[src/rtl/pirq_pkg.sv]
// Package: shared sizes and types for the interrupt pin router.
// Assumes four lanes indexed by a 2-bit pin code (INTA = 0).
package pirq_pkg;
    localparam int LANES     = 4;
    localparam int PIN_W     = 2;
    localparam int ROUTE_W   = 8;
    localparam logic [ROUTE_W-1:0] ROUTE_PARKED = 8'h80;

    typedef logic [ROUTE_W-1:0] route_t;
    typedef logic [PIN_W-1:0]   lane_t;
endpackage

[src/rtl/pirq_swizzle.sv]
// Pin rotation: turns a (pin, slot) pair into a shared lane number.
// Assumes the lane count is a power of two equal to 2**PIN_W, so the
// modulo is a plain truncation and "minus one" is "plus LANES-1".
module pirq_swizzle
    import pirq_pkg::*;
#(
    parameter int SLOT_W = 5
) (
    input  logic [PIN_W-1:0]  pin,
    input  logic [SLOT_W-1:0] slot,
    output lane_t             lane
);
    localparam lane_t MINUS_ONE = lane_t'(LANES - 1);

    // Add the low slot bits and the wrapped -1, keep PIN_W bits.
    always_comb begin
        lane = pin + slot[PIN_W-1:0] + MINUS_ONE;
    end
endmodule

[src/rtl/pirq_level_store.sv]
// Level store: one bit per (lane, device); a report rewrites one bit.
// Assumes reports are already mapped to a lane. A lane is active while
// any of its device bits is set.
module pirq_level_store
    import pirq_pkg::*;
#(
    parameter int NUM_DEV = 4,
    localparam int DEV_W  = (NUM_DEV > 1) ? $clog2(NUM_DEV) : 1
) (
    input  logic                     clk,
    input  logic                     rst_n,
    input  logic                     upd,
    input  logic [DEV_W-1:0]         dev,
    input  lane_t                    lane,
    input  logic                     level,
    output logic [LANES-1:0]         active,
    output logic [LANES*NUM_DEV-1:0] lvl_flat
);
    logic [LANES-1:0][NUM_DEV-1:0] bits;

    for (genvar p = 0; p < LANES; p++) begin : g_lane
        for (genvar d = 0; d < NUM_DEV; d++) begin : g_dev
            // Hold or rewrite the bit of device d on lane p.
            always_ff @(posedge clk) begin
                if (!rst_n) begin
                    bits[p][d] <= 1'b0;
                end else if (upd && lane == lane_t'(p) && dev == DEV_W'(d)) begin
                    bits[p][d] <= level;
                end
            end
            assign lvl_flat[p*NUM_DEV + d] = bits[p][d];
        end
        // Lane level is the OR of its device bits.
        assign active[p] = |bits[p];
    end
endmodule

[src/rtl/pirq_route_regs.sv]
// Steering registers: one byte per lane at BASE + lane, with byte
// writes and a combinational read-back. Assumes single-byte accesses;
// addresses outside the window read as zero and ignore writes.
module pirq_route_regs
    import pirq_pkg::*;
#(
    parameter logic [7:0] BASE = 8'h60
) (
    input  logic                     clk,
    input  logic                     rst_n,
    input  logic                     wr,
    input  logic [7:0]               addr,
    input  logic [7:0]               wdata,
    output logic [7:0]               rdata,
    output logic [LANES*ROUTE_W-1:0] route_flat
);
    route_t route [LANES];

    for (genvar p = 0; p < LANES; p++) begin : g_reg
        localparam logic [7:0] MY_ADDR = BASE + 8'(p);
        // Load this lane's register on a matching byte write.
        always_ff @(posedge clk) begin
            if (!rst_n) begin
                route[p] <= ROUTE_PARKED;
            end else if (wr && addr == MY_ADDR) begin
                route[p] <= route_t'(wdata);
            end
        end
        assign route_flat[p*ROUTE_W +: ROUTE_W] = route[p];
    end

    // Return the addressed register, zero outside the window.
    always_comb begin
        rdata = '0;
        for (int p = 0; p < LANES; p++) begin
            if (addr == BASE + 8'(p)) rdata = 8'(route[p]);
        end
    end
endmodule

[src/rtl/pirq_line_merge.sv]
// Line merge: each legacy line is the OR of the active lanes steered to
// it. A steering value at or above NUM_LINES equals no line index, so a
// parked lane drops out without a separate range test.
module pirq_line_merge
    import pirq_pkg::*;
#(
    parameter int NUM_LINES = 16
) (
    input  logic [LANES-1:0]         active,
    input  logic [LANES*ROUTE_W-1:0] route_flat,
    output logic [NUM_LINES-1:0]     irq
);
    for (genvar l = 0; l < NUM_LINES; l++) begin : g_line
        logic [LANES-1:0] hit;
        for (genvar p = 0; p < LANES; p++) begin : g_src
            assign hit[p] = active[p] &&
                (route_flat[p*ROUTE_W +: ROUTE_W] == ROUTE_W'(l));
        end
        assign irq[l] = |hit;
    end
endmodule

[src/rtl/pirq_router.sv]
// Top: PCI interrupt pin router. Rotates device pins onto four lanes,
// keeps per-device levels per lane and steers lanes to legacy lines.
// Assumes NUM_LINES <= 256 so a line number fits a steering byte.
module pirq_router
    import pirq_pkg::*;
#(
    parameter int NUM_DEV      = 4,
    parameter int SLOT_W       = 5,
    parameter int NUM_LINES    = 16,
    parameter logic [7:0] BASE = 8'h60,
    localparam int DEV_W       = (NUM_DEV > 1) ? $clog2(NUM_DEV) : 1
) (
    input  logic                 clk,
    input  logic                 rst_n,
    input  logic                 evt_valid,
    input  logic [DEV_W-1:0]     evt_dev,
    input  logic [SLOT_W-1:0]    evt_slot,
    input  logic [PIN_W-1:0]     evt_pin,
    input  logic                 evt_level,
    input  logic                 reg_wr,
    input  logic [7:0]           reg_addr,
    input  logic [7:0]           reg_wdata,
    output logic [7:0]           reg_rdata,
    output logic [NUM_LINES-1:0] irq_out
);
    lane_t                    evt_lane;
    logic [LANES-1:0]         lane_active;
    logic [LANES*NUM_DEV-1:0] lvl_flat;
    logic [LANES*ROUTE_W-1:0] route_flat;

    pirq_swizzle #(.SLOT_W(SLOT_W)) u_swz (
        .pin  (evt_pin),
        .slot (evt_slot),
        .lane (evt_lane)
    );

    pirq_level_store #(.NUM_DEV(NUM_DEV)) u_lvl (
        .clk      (clk),
        .rst_n    (rst_n),
        .upd      (evt_valid),
        .dev      (evt_dev),
        .lane     (evt_lane),
        .level    (evt_level),
        .active   (lane_active),
        .lvl_flat (lvl_flat)
    );

    pirq_route_regs #(.BASE(BASE)) u_regs (
        .clk        (clk),
        .rst_n      (rst_n),
        .wr         (reg_wr),
        .addr       (reg_addr),
        .wdata      (reg_wdata),
        .rdata      (reg_rdata),
        .route_flat (route_flat)
    );

    pirq_line_merge #(.NUM_LINES(NUM_LINES)) u_merge (
        .active     (lane_active),
        .route_flat (route_flat),
        .irq        (irq_out)
    );
endmodule

[config.mk]
export PLATFORM = sky130hd
export DESIGN_NAME = pirq_router
export DESIGN_NICKNAME = d
export VERILOG_FILES = /design/src/rtl/pirq_pkg.sv /design/src/rtl/pirq_swizzle.sv /design/src/rtl/pirq_level_store.sv /design/src/rtl/pirq_route_regs.sv /design/src/rtl/pirq_line_merge.sv /design/src/rtl/pirq_router.sv
export SDC_FILE = /design/constraint.sdc
export NUM_CORES = 1
export LEC_CHECK = 0
export ABC_AREA = 1
export BUFFER_PORTS_ARGS = -buffer_cell sky130_fd_sc_hd__buf_4
export CORE_MARGIN = 10
export CORE_UTILIZATION = 40
export DETAILED_ROUTE_END_ITERATION = 8
export GPL_TIMING_DRIVEN = 1
export SETUP_SLACK_MARGIN = 0.02
export SYNTH_ARGS = -nofsm -noshare
export SYNTH_HDL_FRONTEND = slang
export SYNTH_SLANG_ARGS = --single-unit
[constraint.sdc]
create_clock -name clk -period 3.7 [get_ports clk]
set_clock_uncertainty 0.15 [all_clocks]
set_input_delay 0.37 -clock clk [delete_from_list [all_inputs] [get_ports clk]]
set_output_delay 0.37 -clock clk [all_outputs]
set_load 0.02 [all_outputs]
==> flow_summary.ini <==
[synthesis]
synth-adder-area-share_pct = 0.379
async_flop_share_pct = 0
synth_fp_nets = 530
synthSimpleGateAreaFrac_pct = 49.5
synth_top_family_by_area = simple AND/OR/NAND/NOR gates
yosys.cell_types.count = 24
yosysWarnings = 0
synth_edf_count = 32
synth_compound_area_share_pct = 0
synthXorXnorAreaFrac_pct = 0
ys_seq_area_share_pct = 38.8
syn-cell-area_mm2 = 0.00330
ys.flop_type = edfxtp_1
synthCells = 499
post_synth.cell_area_avg_um2 = 6.62
synthMuxAreaShare_pct = 0
ys_ff_latch = 48

[timing]
worstMarginPinSlew_ns = 0.752
max_freq_mhz = 419
final-hold-violation-count = 0
finalCritPeriodShare_pct = 64.5
rsz0062_at_grt = false
setup_viol = 0
drv_slew = 0
tns_ns = 0
relSlewSlack_pct = 49.7
fin_crit_ns = 2.39
fin_ws_ns = 1.31

[grt]
grt_first_pass_wirelength_mm = 14.6
grt_max_degree = 25
overflow = 0
grt_pass1_vias = 3074
grt_util_all_layers_pct = 14.2
antenna_found_initial = 0

[worst_setup_path]
crit_fanout = 11
cpPeakStageDelay_ns = 0.61
cp_top_family = simple AND/OR/NAND/NOR gates
crit_type = in -> out
path_buf_inv = 2
cp_cell_sequence = buf_4 -> nor2_1 -> nand3_2 -> nor2_1 -> nand3_1 -> nand4_1 -> buf_4
crit_path_start_kind = input pin
end_kind = output port
slowest_stage = nor2_1
critPathArrivalTime_ns = 1.87
cp.required_ns = 3.18

[clocking]
clockBufferDepth = 2
cts_tree = done
hold_buffers = 0
cts_resized = 0
cts-root-buf = clkbuf_8
cts-buffers-inserted = 5
cts_sinks = 48
post-cts-setup-buffer-count = 0
clk_latency_ns = 0.29
clk_pin_slew_worst_paths_ns = 0.09
htreeDepth = 2

[cells_and_area]
n_fill_cell = 878
nNetsFinal = 576
area_growth_pct = 16.2
diodes = 0
drive_above_1_share_pct = 12.8
final_cell_mix = 131 x nor2_1, 99 x nand2_1, 80 x inv_1
layout_commonest_cell = nor2_1

[floorplanning]
start_util_pct = 40.6
core-area_mm2 = 0.00813
rows = 33
die_width_um = 111
io_pins = 54
die_y_um = 111
dieArea_mm2 = 0.0123

[placed_design]
portBuffers = 50
place.gp.congestion = 0.891
hpwl_mm = 7.27
place_ws_ns = 1.07

[min_path]
hold_path.class = in -> reg

[detailed_routing]
drtPass1Iterations = 4
via_per_inst = 4.94
drt_wl_total_mm = 8.96
route.detailed.drc = 0
drtIter0Drc = 229
routedWlPerCell_um = 13.8
postRouteAntennaNets = 0
num_vias = 3216

[pwr]
ir_drop_mv = 0.140
power_frac_comb_pct = 14.3
internal_power_uw = 771
power.share.sequential_pct = 57.7
p_clk_share_pct = 28.0
power_mw = 1.06
swShare_pct = 27.2
leakage_nw = 1.78
power.switching_uw = 288
power.density_mw_per_mm2 = 276

[outcome]
status = finished, final reports clean

[job]
maxCapViolCount = 0
==> per-layer routing <==
metal	up-vias	track usage (%)	wire length, um
met3	18	3.03	399
met2	70	23.5	4200
li1	1716	-	-
met1	1412	17.6	4120
met5	-	0	0
met4	0	5.21	238
==> worst register-to-register path, cell delays in order, from the launching register on <==
cell and delay (ns):
dfxtp_1 0.32, inv_1 0.05, nand2_1 0.06, nand2_1 0.05
nor2_1 0.10
==> power by group through the flow <==
stage          Clock, mW  Combinational [mW]  Sequential, mW
5_1_grt            0.329               0.172           0.616
6_report           0.296               0.151           0.611
3_3_place_gp           0               0.147           0.623
4_1_cts            0.308               0.151           0.611
3_5_place_dp           0               0.151           0.624
2_1_floorplan          0               0.100           0.618
==> synth_stat cells, types with 3 or more instances <==
master / instances / area, um^2
dfxtp_1: 16 / 320
inv_1: 80 / 300
nor2_1: 131 / 492
nand4_1: 55 / 344
buf_2: 4 / 20.0
edfxtp_1: 32 / 961
buf_4: 3 / 22.5
nand3_1: 50 / 250
clkbuf_1: 4 / 15.0
nor3_1: 5 / 25.0
nand2_1: 99 / 372
==> final timing paths <==
path                                    from                          endpoint  slack, ns  depth (start not counted)
max                              reg_addr[7]                      reg_rdata[1]       1.31                          7
min                             reg_wdata[7]  u_regs.route[3][7]$_SDFFCE_PN1P_       0.21                          2
max reg2reg  u_lvl.lvl_flat[11]$_SDFFE_PN0P_   u_lvl.lvl_flat[11]$_SDFFE_PN0P_       2.92                          4
min reg2reg   u_lvl.lvl_flat[5]$_SDFFE_PN0P_    u_lvl.lvl_flat[5]$_SDFFE_PN0P_       0.37                          4
==> metrics by stage <==
stage	hold WS, ns	area (um^2)	util (%)	instances
3_5_place_dp	0.359	3750	46.2	643
3_3_place_gp	0.354	3750	46.2	643
5_1_grt	0.212	3840	47.2	651
6_report	0.211	3840	47.2	651
2_1_floorplan	0.341	3300	-	499
4_1_cts	0.207	3840	47.2	651
==> area by class of cell <==
type	instances	area [um^2]	area share, %
Multi-Input combinational cell	356	1650	43.0
Clock buffer	7	76.3	1.99
Inverter	83	312	8.12
Tap cell	105	131	3.42
Sequential cell	48	1280	33.4
Timing Repair Buffer	51	383	9.98
Clock inverter	1	5.00	0.130
==> registers in the layout, summed over array words and instances, names as in the netlist <==
signal / count
u_lvl.lvl_flat: 16
u_regs.route: 32
==> cell families after synthesis <==
group / count (synthesis)
adders and majority gates: 1
buffers and inverters: 95
DFF: 48
and+or+nand+nor: 355
(Power assumes the default switching activity.)
